`config.mk`:
```
export PLATFORM = sky130hd
export DESIGN_NAME = fcs_gate_sequencer
export DESIGN_NICKNAME = d
export VERILOG_FILES = /design/src/rtl/fcs_pkg.sv /design/src/rtl/fcs_prescaler.sv /design/src/rtl/fcs_gate_toggle.sv /design/src/rtl/fcs_pulse_seq.sv /design/src/rtl/fcs_gate_sequencer.sv
export SDC_FILE = /design/constraint.sdc
export NUM_CORES = 1
export LEC_CHECK = 0
export BUFFER_PORTS_ARGS = -buffer_cell sky130_fd_sc_hd__buf_2
export CELL_PAD_IN_SITES_DETAIL_PLACEMENT = 1
export CELL_PAD_IN_SITES_GLOBAL_PLACEMENT = 1
export CORE_ASPECT_RATIO = 1.2
export CORE_MARGIN = 5
export CORE_UTILIZATION = 30
export CTS_BUF_LIST = sky130_fd_sc_hd__clkbuf_8
export CTS_CLUSTER_DIAMETER = 50
export DETAILED_ROUTE_END_ITERATION = 12
export PLACE_DENSITY = 0.61
export SKIP_LAST_GASP = 1
export SYNTH_ARGS = -nofsm -noshare
export SYNTH_HDL_FRONTEND = slang
export SYNTH_HIERARCHICAL = 1
export SYNTH_SLANG_ARGS = --single-unit
```
`constraint.sdc`:
```
create_clock -name clk_ref -period 2.8 [get_ports clk_ref]
set_clock_uncertainty 0.15 [all_clocks]
set_input_delay 0.84 -clock clk_ref [delete_from_list [all_inputs] [get_ports clk_ref]]
set_output_delay 0.84 -clock clk_ref [all_outputs]
set_load 0.1 [all_outputs]
```
`src/rtl/fcs_pkg.sv`:
```
package fcs_pkg;
  typedef enum logic [2:0] {
    PH_IDLE  = 3'd0,
    PH_GAPA  = 3'd1,
    PH_LATCH = 3'd2,
    PH_GAPB  = 3'd3,
    PH_CLEAR = 3'd4
  } fcs_phase_e;
endpackage

```
`src/rtl/fcs_prescaler.sv`:
```
module fcs_prescaler #(
  parameter int PRE_DIV = 1000
) (
  input  logic clk_ref,
  input  logic srst,
  output logic tick_o
);
  localparam int CW = $clog2(PRE_DIV + 1);

  logic [CW-1:0] cnt_q;

  assign tick_o = (cnt_q == CW'(PRE_DIV - 1));

  always_ff @(posedge clk_ref) begin
    if (srst)        cnt_q <= '0;
    else if (tick_o) cnt_q <= '0;
    else             cnt_q <= cnt_q + 1'b1;
  end

  AST_NO_OVERFLOW: assert property (@(posedge clk_ref) disable iff (srst)
    cnt_q < CW'(PRE_DIV));
  AST_PRESCALE_RESTART: assert property (@(posedge clk_ref)
    srst |=> (cnt_q == '0));
endmodule

```
`src/rtl/fcs_gate_toggle.sv`:
```
module fcs_gate_toggle (
  input  logic clk_ref,
  input  logic srst,
  input  logic tick_i,
  output logic gate_o,
  output logic close_o
);
  logic gate_q;

  always_ff @(posedge clk_ref) begin
    if (srst)        gate_q <= 1'b0;
    else if (tick_i) gate_q <= ~gate_q;
  end

  assign gate_o  = gate_q;
  assign close_o = tick_i & gate_q;

  AST_GATE_ONLY_ON_TICK: assert property (@(posedge clk_ref) disable iff (srst)
    !tick_i |=> $stable(gate_q));
endmodule

```
`src/rtl/fcs_pulse_seq.sv`:
```
module fcs_pulse_seq
  import fcs_pkg::*;
#(
  parameter int PRE_DIV  = 1000,
  parameter int GAP_PRE  = 100,
  parameter int LAT_W    = 50,
  parameter int GAP_POST = 100,
  parameter int CLR_W    = 50
) (
  input  logic clk_ref,
  input  logic srst,
  input  logic close_i,
  output logic latch_o,
  output logic clr_o,
  output logic done_o
);
  localparam int CW = $clog2(PRE_DIV + 1);

  fcs_phase_e    phase_q, phase_n;
  logic [CW-1:0] cnt_q, cnt_n;
  logic          latch_q, clr_q, done_q;
  logic          last_w;

  assign last_w = (cnt_q == '0);

  always_comb begin
    phase_n = phase_q;
    cnt_n   = cnt_q;
    if (close_i) begin
      phase_n = PH_GAPA;
      cnt_n   = CW'(GAP_PRE - 1);
    end else if (phase_q != PH_IDLE) begin
      if (!last_w) begin
        cnt_n = cnt_q - 1'b1;
      end else begin
        unique case (phase_q)
          PH_GAPA:  begin phase_n = PH_LATCH; cnt_n = CW'(LAT_W - 1);    end
          PH_LATCH: begin phase_n = PH_GAPB;  cnt_n = CW'(GAP_POST - 1); end
          PH_GAPB:  begin phase_n = PH_CLEAR; cnt_n = CW'(CLR_W - 1);    end
          default:  begin phase_n = PH_IDLE;  cnt_n = '0;                end
        endcase
      end
    end
  end

  always_ff @(posedge clk_ref) begin
    if (srst) begin
      phase_q <= PH_IDLE;
      cnt_q   <= '0;
      latch_q <= 1'b0;
      clr_q   <= 1'b0;
      done_q  <= 1'b0;
    end else begin
      phase_q <= phase_n;
      cnt_q   <= cnt_n;
      latch_q <= (phase_n == PH_LATCH);
      clr_q   <= (phase_n == PH_CLEAR);
      done_q  <= (phase_q == PH_LATCH) && last_w && !close_i;
    end
  end

  assign latch_o = latch_q;
  assign clr_o   = clr_q;
  assign done_o  = done_q;

  AST_DONE_ON_LATCH_FALL: assert property (@(posedge clk_ref) disable iff (srst)
    $fell(latch_q) |-> done_q);
  AST_DONE_SINGLE: assert property (@(posedge clk_ref) disable iff (srst)
    done_q |=> !done_q);
  AST_CLEAR_AFTER_GAP: assert property (@(posedge clk_ref) disable iff (srst)
    $rose(clr_q) |-> !$past(latch_q));
endmodule

```
`src/rtl/fcs_gate_sequencer.sv`:
```
module fcs_gate_sequencer #(
  parameter int PRE_DIV  = 1000,
  parameter int GAP_PRE  = 100,
  parameter int LAT_W    = 50,
  parameter int GAP_POST = 100,
  parameter int CLR_W    = 50
) (
  input  logic clk_ref,
  input  logic srst,
  output logic gate_o,
  output logic latch_o,
  output logic clr_o,
  output logic done_o
);
  localparam int SEQ_SPAN = GAP_PRE + LAT_W + GAP_POST + CLR_W;

  if (SEQ_SPAN + 1 > PRE_DIV || GAP_PRE < 1 || LAT_W < 1 ||
      GAP_POST < 1 || CLR_W < 1) begin : g_bad_cfg
    $error("fcs_gate_sequencer: pulse sequence does not fit the closed gate interval");
  end

  logic tick_w, close_w, gate_w;

  fcs_prescaler #(.PRE_DIV(PRE_DIV)) u_pre (
    .clk_ref (clk_ref),
    .srst    (srst),
    .tick_o  (tick_w)
  );

  fcs_gate_toggle u_tog (
    .clk_ref (clk_ref),
    .srst    (srst),
    .tick_i  (tick_w),
    .gate_o  (gate_w),
    .close_o (close_w)
  );

  fcs_pulse_seq #(
    .PRE_DIV  (PRE_DIV),
    .GAP_PRE  (GAP_PRE),
    .LAT_W    (LAT_W),
    .GAP_POST (GAP_POST),
    .CLR_W    (CLR_W)
  ) u_seq (
    .clk_ref (clk_ref),
    .srst    (srst),
    .close_i (close_w),
    .latch_o (latch_o),
    .clr_o   (clr_o),
    .done_o  (done_o)
  );

  assign gate_o = gate_w;

  AST_NO_PULSE_IN_WINDOW: assert property (@(posedge clk_ref) disable iff (srst)
    gate_w |-> (!latch_o && !clr_o));
  AST_LATCH_CLEAR_EXCL: assert property (@(posedge clk_ref) disable iff (srst)
    !(latch_o && clr_o));
  AST_CLEAR_LOW_BEFORE_OPEN: assert property (@(posedge clk_ref) disable iff (srst)
    $rose(gate_w) |-> !$past(clr_o));
  AST_RESET_SILENCE: assert property (@(posedge clk_ref)
    srst |=> (!gate_w && !latch_o && !clr_o && !done_o));
endmodule

```
# Yosys cells after proc, flatten, opt, wreduce, memory -nomap -nowiden
# Index checks and enable logic that the tools add are counted.
# W data, S select, Z words.
[word_totals]
register_bits = 27
latchBits = 0
ram_bits = 0
romBits = 0
inputBits = 2
output_inout_bits = 4
n_memories = 0
[op_classes]
add_sub_neg = 2
multipliers = 0
div = 0
order_cmp = 0
eq_ne = 6
n_shift = 0
mux = 8
bitwise = 2
n_reduce_logical = 9
[op_table]
columns = ["op", "count"]
rows = [
  ["$mux W7", 2],
  ["$pmux W7 S2", 1],
  ["$add A10 B1 Y10 const B", 1],
  ["$eq A10 B10 Y1 const B", 1],
  ["$logic_not A10 Y1", 1],
  ["$mux W10", 1],
  ["$sub A10 B1 Y10 const B", 1],
  ["$eq A3 B2 Y1 const B", 3],
  ["$mux W3", 3],
  ["$pmux W3 S3", 1],
  ["$reduce_or A2 Y1", 3],
  ["$eq A3 B1 Y1 const B", 1],
  ["$eq A3 B3 Y1 const B", 1],
  ["$reduce_bool A3 Y1", 1],
  ["$logic_and A1 B1 Y1", 2],
  ["$reduce_bool A2 Y1", 1],
  ["$and A1 B1 Y1", 1],
  ["$logic_not A1 Y1", 1],
  ["$not A1 Y1", 1],
]

# Logic depth before layout (Yosys ltp)
# Gate-level depths: netlist of the first run.
[logic_depth]
ltp_word = 6
ltp_mapped = 8

# Modules after synthesis
# The synthesis of the first run kept the hierarchy.
[by_module_without_submodules]
columns = ["mod", "n_inst", "cells_per_inst", "area_each_um2"]
rows = [
  ["fcs_pulse_seq", 1, 99, 863.3],
  ["fcs_prescaler", 1, 56, 490.5],
  ["fcs_gate_toggle", 1, 4, 40.0],
]

# Least setup slack after synthesis of the first run
# Ideal clock, no wire load.
[synth_path]
path_kind = "register -> register"
from = "register u_tog.gate_q (netlist: u_tog/gate_o)"
to = "register u_seq.cnt_q[2]"
setup_ps = 126
arrival_ps = 1867
required_ps = 2524
setup_slack_ps = 657
stages_incl_launch_ff = 6
synth_period_minus_slack_ps = 2143
path_cell_list = "dfxtp_1 -> and2_2 -> clkbuf_1 -> nor2_1 -> o21ai_1 -> nor2_1"
[synth_via]
elab_chain_cells = 2
[synth_lines]
columns = ["element", "line_no", "rtl"]
rows = [
  ["start: declaration", "fcs_gate_toggle.sv:8", "logic gate_q;"],
  ["start signal: assignment", "fcs_gate_toggle.sv:12", "else if (tick_i) gate_q <= ~gate_q;"],
  ["$and A1 B1 Y1", "fcs_gate_toggle.sv:16", "assign close_o = tick_i & gate_q;"],
  ["net close_w", "fcs_gate_sequencer.sv:22", "logic tick_w, close_w, gate_w;"],
  ["$reduce_or A2 Y1 (no source line)", "n/a", ""],
  ["end signal: assignment", "fcs_pulse_seq.sv:55", "cnt_q <= cnt_n;"],
  ["end: declaration", "fcs_pulse_seq.sv:20", "logic [CW-1:0] cnt_q, cnt_n;"],
]
# The timed path passes the listed nets, and every way through them passes these cells.
# A chain may end at the register's enable or synchronous reset.

# Worst setup path after layout of the first run
[layout_path]
from = "register u_pre.cnt_q[0]"
to = "register u_seq.cnt_q[8]"
[layout_via]
elab_chain_cells = 3
[layout_lines]
columns = ["element", "line_no", "rtl"]
rows = [
  ["start: declaration", "fcs_prescaler.sv:10", "logic [CW-1:0] cnt_q;"],
  ["start signal: assignment", "fcs_prescaler.sv:17", "else cnt_q <= cnt_q + 1'b1;"],
  ["$eq A10 B10 Y1", "fcs_prescaler.sv:12", "assign tick_o = (cnt_q == CW'(PRE_DIV - 1));"],
  ["net tick_w", "fcs_gate_sequencer.sv:22", ""],
  ["$and A1 B1 Y1", "fcs_gate_toggle.sv:16", ""],
  ["net close_w", "fcs_gate_sequencer.sv:22", ""],
  ["$reduce_or A2 Y1 (no source line)", "n/a", ""],
]
# The timed path passes the listed nets, and every way through them passes these cells.

==> results of run 1 <==
[path summary, 6_finish.rpt]
check             depth (start not counted)        endpoint      startpoint
hold / removal                            1  u_pre/cnt_q[0]  u_pre/cnt_q[0]
setup reg to reg                          7  u_seq/cnt_q[8]  u_pre/cnt_q[0]
hold reg to reg                           1  u_pre/cnt_q[0]  u_pre/cnt_q[0]
setup / recovery                          7  u_seq/cnt_q[8]  u_pre/cnt_q[0]
[layout by cell type, fill, tap and decap left out, drive strengths merged, types with 5 or more instances in the layout]
cell and n:
nor3 6, o21ai 7, xnor2 7, inv 7, dfxtp 27, buf 5, nand3 8, a21oi 8
nor2 18, nand2 10
[report_power, final]
group	leakage, nW	internal [W]	total (W)	switching, W
Sequential	0.218	0.000391	0.000398	0.00000762
Clock	0.0255	0.0000997	0.000224	0.000124
Combinational	0.284	0.00000873	0.0000234	0.0000147
[layout make-up]
| class | instances | area share (%) |
|---|---|---|
| Tap cell | 58 | 4.79 |
| Clock inverter | 1 | 0.330 |
| Clock buffer | 3 | 2.73 |
| Timing Repair Buffer | 5 | 1.65 |
| Multi-Input combinational cell | 121 | 53.1 |
| Sequential cell | 27 | 35.7 |
| Inverter | 7 | 1.73 |
[flip-flops by register name, indices dropped and copies added, names as in the netlist]
register and count:
u_pre/cnt_q 10, u_seq/clr_o 1, u_seq/cnt_q 10, u_seq/done_o 1, u_seq/latch_o 1, u_seq/phase_q 3
u_tog/gate_o 1
[per-layer routing]
layer / up-vias / routed length, um / part of all wire, %
met5: - / 0 / 0
met1: 588 / 1400 / 43
met4: 0 / 39 / 1.2
met3: 4 / 61 / 1.9
met2: 10 / 1760 / 54
li1: 596 / - / -
[critical path, stage by stage (launching register included)]
cell and delay [ns]:
dfxtp_1 0.38, ha_1 0.27, nand4bb_1 0.19, nor3_1 0.28, and2_2 0.32, nor2_1 0.13, o21ai_1 0.26, nor2_1 0.09
[metrics by stage]
| stage | setup WS, ns | util, % | area, um^2 |
|---|---|---|---|
| after floorplan | 0.657 | - | 1390 |
| after global placement | 0.658 | 32.2 | 1470 |
| after detailed placement | 0.578 | 32.2 | 1470 |
| after CTS | 0.557 | 33.2 | 1520 |
| after global routing | 0.338 | 33.2 | 1520 |
| final | 0.604 | 33.2 | 1520 |
[cell families (layout without fill, tap and decap cells)]
logic type,Yosys count,after routing,share of synthesized area [%]
and+or+nand+nor,78,78,34.2
xor gates and xnor gates,9,9,5.66
DFF,27,27,38.8
AOI/OAI and AO/OA,31,31,15.2
buffers and inverters,11,16,3.50
adders and majority gates,3,3,2.69
==> qor.yml, run 1 <==
outcome: "finished, final reports clean"
grt_util_all_layers_pct: 11.1
relSlewSlack_pct: 60.2
synth_warnings: 6
dp_hpwl_um: 2470
async_flop_share_pct: 0
syn_area_per_cell_um2: 8.77
crit_type: "reg -> reg"
cts_tree: "done"
placed_cells: 218
hold_ws_ns: 0.323
cts_hold_buffers: 0
endpoint_kind: "flip-flop"
grtUsageMet2_pct: 20.9
ios: 6
htreeDepth: 1
synth_area_um2: 1390
vias: 1198
maxCapViolations: 0
multi_input_area_um2: 805
layout-drive-gt1-share_pct: 12.8
hold_path.class: "reg -> reg"
setup_viol: 0
post-synth-top-count-cell: "dfxtp_1"
initial_core_util_pct: 30.6
gr-total-overflow: 0
synth-seq-cells: 27
cts_buffers: 3
die_area_um2: 6120
die_h_um: 84.7
ir_drop_v: 0.000134
leakage_nw: 0.528
slew_viol_final: 0
top_usage_layer: "met2"
yosys-top-cells-area: "dfxtp_1 39%, nor2_1 4.8%, xnor2_1 4.4%, a21oi_1 2.9%, nand3_1 2.9%"
antenna_found_initial: 0
drt_iter0_drc: 33
synthTopCellsByCount: "27 x dfxtp_1, 18 x nor2_1, 10 x nand2_1"
nNetsFinal: 170
via_per_inst: 5.40
hold_viol: 0
clk_pin_slew_ns: 0.09
core_region_area_um2: 4560
seq_area_um2: 541
rows: 27
grtUsageMet3_pct: 1.80
rsz0062_at_grt: "false"
routabilityCongestion: 0.875
wl_per_cell_um: 14.7
fin_crit_sh_pct: 78.4
grt_max_degree: 17
diodes: 0
min_period_ns: 2.20
portBuffers: 5
yosysSeqAreaShare_pct: 38.8
finalSetupTns_ns: 0
ff2ff_setup_slack_ns: 0.60
worstPathRequired_ns: 2.80
grt_pass1_vias: 1185
synthesis.nets: 164
synth_edf_count: 0
insertion_delay_ns: 0.27
clock_path_buffers: 2
n_fill_cell: 568
drcViolationCount: 0
fmax_mhz: 455
cts-root-buf: "clkbuf_8"
critPathLaunchType: "flip-flop"
use_met1_pct: 11.9
synth_top_area_share_pct: 38.8
cts_resized: 0
synth_cells: 159
wl_um: 3260
grt_pass1_wl_um: 5420
power.density_nw_per_um2: 426
clock_sinks: 27
yosysTopAreaCell: "dfxtp_1"
cp_max_fo: 10
dr.pass1.iters: 4
fin_cells: 222
die_x_um: 72.2
synth_cell_type_count: 47
arrival_ns: 2.20
area_delta_synth_final_pct: 8.71
synthFlopType: "dfxtp_1"
worst_pin_slew_ns: 0.592
antenna_left: 0
cts_setup_buffers: 0
total_power_w: 0.000646
No activity file was read; power rests on OpenSTA's default activity.
==> run 2, diff against run 1 <==
==> constraint.sdc (replaced) <==
create_clock -name clk_ref -period 2.2 [get_ports clk_ref]
set_clock_uncertainty 0.15 [all_clocks]
set_input_delay 0.66 -clock clk_ref [delete_from_list [all_inputs] [get_ports clk_ref]]
set_output_delay 0.66 -clock clk_ref [all_outputs]
set_load 0.1 [all_outputs]
==> run 2 against run 1 <==
- non-clock buffer count is 4 higher
- largest power group unchanged
- sequential share of layout area fell by 0.86 points
- final cell count rose by 1.8%
- highest routed layer unchanged
==> qor.yml, run 2 (synthesis gave the netlist of run 1 again) <==
outcome: "finished, final reports clean"
initial_core_util_pct: 30.6  # unchanged
clk_pin_slew_ns: 0.09  # about the same
portBuffers: 5  # unchanged
grt_util_all_layers_pct: 11.7  # +0.53 points
endpoint_kind: "flip-flop"
grt_pass1_vias: 1257  # +6.1%
ff2ff_setup_slack_ns: 0.13  # -0.47 ns
seq_area_um2: 541  # unchanged
fmax_mhz: 483  # +6.1%
die_x_um: 72.2  # unchanged
core_region_area_um2: 4560  # unchanged
wl_per_cell_um: 14.7  # +0.22%
setup_viol: 0  # unchanged
n_fill_cell: 545  # -4.0%
dr.pass1.iters: 4  # unchanged
clock_sinks: 27  # unchanged
reg.largest.list: "u_pre/cnt_q: 10 flops, u_seq/cnt_q: 10 flops, u_seq/phase_q: 3 flops"
ir_drop_v: 0.000208  # +55%
hold_viol: 0  # unchanged
dp_hpwl_um: 2550  # +3.1%
rows: 27  # unchanged
gr-total-overflow: 0  # unchanged
relSlewSlack_pct: 67.0  # +6.8 points
multi_input_area_um2: 813  # +1.1%
ios: 6  # unchanged
routabilityCongestion: 0.839  # -4.0%
finalInstanceArea_um2: 1550  # +2.5%
wl_um: 3330  # +2.0%
drcViolationCount: 0  # unchanged
power.density_nw_per_um2: 527  # +24%
hold_ws_ns: 0.315  # -0.00840 ns
via_per_inst: 5.27  # -2.3%
mostFrequentLayoutCells: "27 x dfxtp_1, 18 x nor2_1, 10 x nand2_1"
fin_crit_sh_pct: 94.1  # +16 points
insertion_delay_ns: 0.27  # about the same
drt_iter0_drc: 26  # -21%
cts-root-buf: "clkbuf_8"
slew_viol_final: 0  # unchanged
vias: 1192  # -0.50%
antenna_left: 0  # unchanged
maxCapViolations: 0  # unchanged
clock_path_buffers: 2  # unchanged
antenna_found_initial: 0  # unchanged
htreeDepth: 1  # unchanged
cts_buffers: 3  # unchanged
leakage_nw: 0.552  # +4.6%
cp_max_fo: 10  # unchanged
diodes: 0  # unchanged
die_area_um2: 6120  # unchanged
arrival_ns: 2.09  # -0.11 ns
crit_type: "reg -> reg"
grt_max_degree: 17  # unchanged
nNetsFinal: 174  # +2.4%
area_delta_synth_final_pct: 11.4
critPathLaunchType: "flip-flop"
rsz0062_at_grt: "false"
finalSetupTns_ns: 0  # unchanged
worst_pin_slew_ns: 0.492  # -0.101 ns
place_area_um2: 1500  # +2.0%
hold_path.class: "reg -> reg"
layout-drive-gt1-share_pct: 15.5  # +2.7 points
min_period_ns: 2.07  # -0.126 ns
grt_pass1_wl_um: 5640  # +3.9%
layout.cells.most_common: "dfxtp_1"
worstPathRequired_ns: 2.22  # -0.58 ns
die_h_um: 84.7  # unchanged
cts_tree: "done"
[run 2: changes by cell type in the layout (fill, tap and decap cells not counted), sizes merged]
cell	previous run	this run
buf	5	9
clkinv	1	0
inv	7	8
[run 2: worst max-delay path, cell delays in order (launching register included)]
cell and delay (ns):
dfxtp_1 0.34, ha_1 0.28, nand4bb_1 0.20, nor3_2 0.07, and2_2 0.26, or4_1 0.53, o311a_1 0.14
[run 2: metrics by stage]
stage	util [%]	power, W	cells	setup WS (ns)
6_report	34.0	0.000818	226	0.130
5_1_grt	34.0	0.000856	226	0.00522
4_1_cts	33.9	0.000835	226	0.0298
3_5_place_dp	32.9	0.000549	222	0.0626
3_3_place_gp	32.9	0.000546	222	0.165
2_1_floorplan	-	0.000538	159	0.0571
[run 2: routing by layer]
layer | up-vias | GRT usage, % | wire length, um
li1 | 602 | - | -
met1 | 570 | 12.1 | 1390
met2 | 11 | 21.5 | 1760
met3 | 9 | 1.80 | 59
met4 | 0 | 6.67 | 119
met5 | - | 0 | 0
[run 2: path summary, 6_finish.rpt]
check,startpoint,end,depth (start not counted)
max,u_pre/cnt_q[0],u_seq/cnt_q[0],6
min,u_pre/cnt_q[0],u_pre/cnt_q[0],1
max reg2reg,u_pre/cnt_q[0],u_seq/cnt_q[0],6
min reg2reg,u_pre/cnt_q[0],u_pre/cnt_q[0],1
[run 2: area by class of cell]
cell class	instances	share of cell area (%)
Clock buffer	3	2.66
Inverter	7	1.69
Clock inverter	1	0.242
Timing Repair Buffer	9	3.55
Sequential cell	27	34.8
Multi-Input combinational cell	121	52.4
Tap cell	58	4.67
[run 2: where the power goes]
group          leakage [nW]  switching (W)  internal [W]
clock                0.0269       0.000155      0.000125
combinational         0.307      0.0000189     0.0000114
sequential            0.218     0.00000996      0.000497
total                 0.552       0.000184      0.000634
[run 2: repair_timing]
| item | 4_1_cts | 5_1_grt |
|---|---|---|
| resized for setup | 0 | 2 |
| hold buffers | 0 | 0 |
| setup endpoints to repair | 0 | 7 |
| endpoints found under the hold margin | 0 | 0 |
| setup buffers | 0 | 0 |
==> run 3, diff against run 2 <==
--- a/config.mk
+++ b/config.mk
@@ -14,7 +14,7 @@
 export CTS_BUF_LIST = sky130_fd_sc_hd__clkbuf_8
 export CTS_CLUSTER_DIAMETER = 50
 export DETAILED_ROUTE_END_ITERATION = 12
-export PLACE_DENSITY = 0.61
+export PLACE_DENSITY_LB_ADDON = 0.1
 export SKIP_LAST_GASP = 1
 export SYNTH_ARGS = -nofsm -noshare
 export SYNTH_HDL_FRONTEND = slang
==> constraint.sdc (replaced) <==
create_clock -name clk_ref -period 2.2 [get_ports clk_ref]
set_clock_uncertainty 0.15 [all_clocks]
set_input_delay 0.11 -clock clk_ref [delete_from_list [all_inputs] [get_ports clk_ref]]
set_output_delay 0.11 -clock clk_ref [all_outputs]
set_load 0.1 [all_outputs]
==> run 3 against run 2 <==
- first-iteration DRC count is 110% higher
- die area unchanged
- sequential power is essentially flat
- final cell count increased by 0.44%
- power is essentially flat
- sequential share of layout area shrank 0.056 points
- critical path type unchanged
- largest cell class unchanged
- largest power group unchanged
==> qor.yml, run 3 (synthesis gave the netlist of run 1 again) <==
pwr-share-seq_pct: 61.8  # -0.2 points
outcome: "finished, final reports clean"
grt_pass1_vias: 1299  # +3.3%
mostFrequentLayoutCells: "27 x dfxtp_1, 18 x nor2_1, 10 x nand2_1"
core_region_area_um2: 4560  # unchanged
die_h_um: 84.7  # unchanged
power.density_nw_per_um2: 526  # -0.23%
critPathLaunchType: "flip-flop"
cts_tree: "done"
wl_per_cell_um: 15.1  # +2.3%
worstPathRequired_ns: 2.21  # about the same
area_delta_synth_final_pct: 11.6
power.internal_w: 0.000636  # +0.30%
antenna_left: 0  # unchanged
rsz0062_at_grt: "false"
grt_max_degree: 17  # unchanged
dr.pass1.iters: 4  # unchanged
clk_pin_slew_ns: 0.09  # about the same
gr-total-overflow: 0  # unchanged
fmax_mhz: 505  # +4.5%
cts-root-buf: "clkbuf_8"
drcViolationCount: 0  # unchanged
maxCapViolations: 0  # unchanged
portBuffers: 5  # unchanged
crit_type: "reg -> reg"
cp_max_fo: 10  # unchanged
drt_iter0_drc: 55  # +110%
slew_viol_final: 0  # unchanged
hold_viol: 0  # unchanged
cts_resized: 0  # unchanged
routabilityCongestion: 0.750  # -11%
fin_cells: 227  # +0.44%
insertion_delay_ns: 0.27  # about the same
antenna_found_initial: 0  # unchanged
p_sw_share_pct: 22.2  # -0.29 points
clock_path_buffers: 2  # unchanged
seq_area_um2: 541  # unchanged
cts_buffers: 3  # unchanged
cts_setup_buffers: 0  # unchanged
layout-drive-gt1-share_pct: 15.4  # -0.092 points
comb_power_share_pct: 4.4  # +0.7 points
relSlewSlack_pct: 65.6  # -1.4 points
leakage_nw: 0.557  # +0.95%
min_period_ns: 1.98  # -0.0889 ns
switchingPower_w: 0.000182  # -1.4%
diodes: 0  # unchanged
initial_core_util_pct: 30.6  # unchanged
placed_cells: 223  # +0.45%
ir_drop_v: 0.000197  # -5.1%
hold_path.class: "in -> reg"
worst_pin_slew_ns: 0.512  # +0.0205 ns
grt_util_all_layers_pct: 11.9  # +0.24 points
rows: 27  # unchanged
clock_sinks: 27  # unchanged
die_area_um2: 6120  # unchanged
fin_crit_sh_pct: 90.1  # -4.0 points
reg.largest.list: "u_pre/cnt_q: 10 flops, u_seq/cnt_q: 10 flops, u_seq/phase_q: 3 flops"
die_x_um: 72.2  # unchanged
n_fill_cell: 564  # +3.5%
wl_um: 3420  # +2.8%
via_per_inst: 5.32  # +0.81%
power_frac_clock_pct: 33.8  # -0.5 points
ios: 6  # unchanged
multi_input_area_um2: 808  # -0.62%
finalSetupTns_ns: 0  # unchanged
nNetsFinal: 175  # +0.57%
setup_viol: 0  # unchanged
cts_hold_buffers: 0  # unchanged
layout.cells.most_common: "dfxtp_1"
grt_pass1_wl_um: 5930  # +5.3%
htreeDepth: 1  # unchanged
dp_hpwl_um: 2630  # +3.1%
endpoint_kind: "flip-flop"
vias: 1207  # +1.3%
arrival_ns: 1.99  # -0.10 ns
## run 3: changes by cell type in the layout (fill, tap and decap cells not counted)
cell and delta:
buf_4 +1, nor3_1 +1, nor3_2 -1
## run 3: path summary, 6_finish.rpt
| check | start | to | slack [ns] | cells past startpoint |
|---|---|---|---|---|
| max | u_pre/cnt_q[0] | u_seq/cnt_q[0] | 0.22 | 6 |
| min | srst | u_pre/cnt_q[4] | 0.05 | 2 |
| max reg2reg | u_pre/cnt_q[0] | u_seq/cnt_q[0] | 0.22 | 6 |
| min reg2reg | u_pre/cnt_q[0] | u_pre/cnt_q[0] | 0.31 | 1 |
## run 3: worst max-delay path: stages, from the launching register on
cell and delay [ns]:
dfxtp_1 0.34, ha_1 0.21, nand4bb_1 0.16, nor3_1 0.09, and2_2 0.26, or4_1 0.52, o311a_1 0.14
## run 3: layer usage
| layer | track usage, % | vias to the layer above | wire length, um | part of all wire (%) |
|---|---|---|---|---|
| met5 | 0 | - | 0 | 0 |
| met4 | 3.25 | 0 | 51 | 1.5 |
| met3 | 2.28 | 6 | 93 | 2.7 |
| met2 | 22.2 | 17 | 1860 | 54 |
| met1 | 13.4 | 579 | 1420 | 41 |
| li1 | - | 605 | - | - |
## run 3: area by class of cell
cell class / instances / share of cell area [%]
multi-input cells: 121 / 52.0
flip-flops and latches: 27 / 34.8
well taps: 58 / 4.67
repair buffers: 10 / 4.02
clock buffers: 3 / 2.65
inverters: 7 / 1.69
clock inverters: 1 / 0.241
## run 3: through the flow
stage          power [W]  instance area (um^2)  worst slack, ns  util (%)  hold slack, ns
6_report        0.000817                  1560            0.219      34.1          0.0484
5_1_grt         0.000862                  1560           0.0668      34.1          0.0539
4_1_cts         0.000837                  1550            0.129      34.0          0.0492
3_5_place_dp    0.000553                  1510            0.143      33.0           0.297
3_3_place_gp    0.000551                  1510            0.262      33.0           0.289
2_1_floorplan   0.000538                  1390           0.0571         -          0.0294
## run 3: power by group through the flow
| stage | Sequential [W] | Combinational (W) | Clock [W] |
|---|---|---|---|
| floorplan | 0.000516 | 0.0000222 | 0 |
| global placement | 0.000516 | 0.0000343 | 0 |
| detailed placement | 0.000517 | 0.0000361 | 0 |
| CTS | 0.000505 | 0.0000361 | 0.000296 |
| global route | 0.000507 | 0.0000405 | 0.000314 |
| finish | 0.000505 | 0.0000357 | 0.000276 |
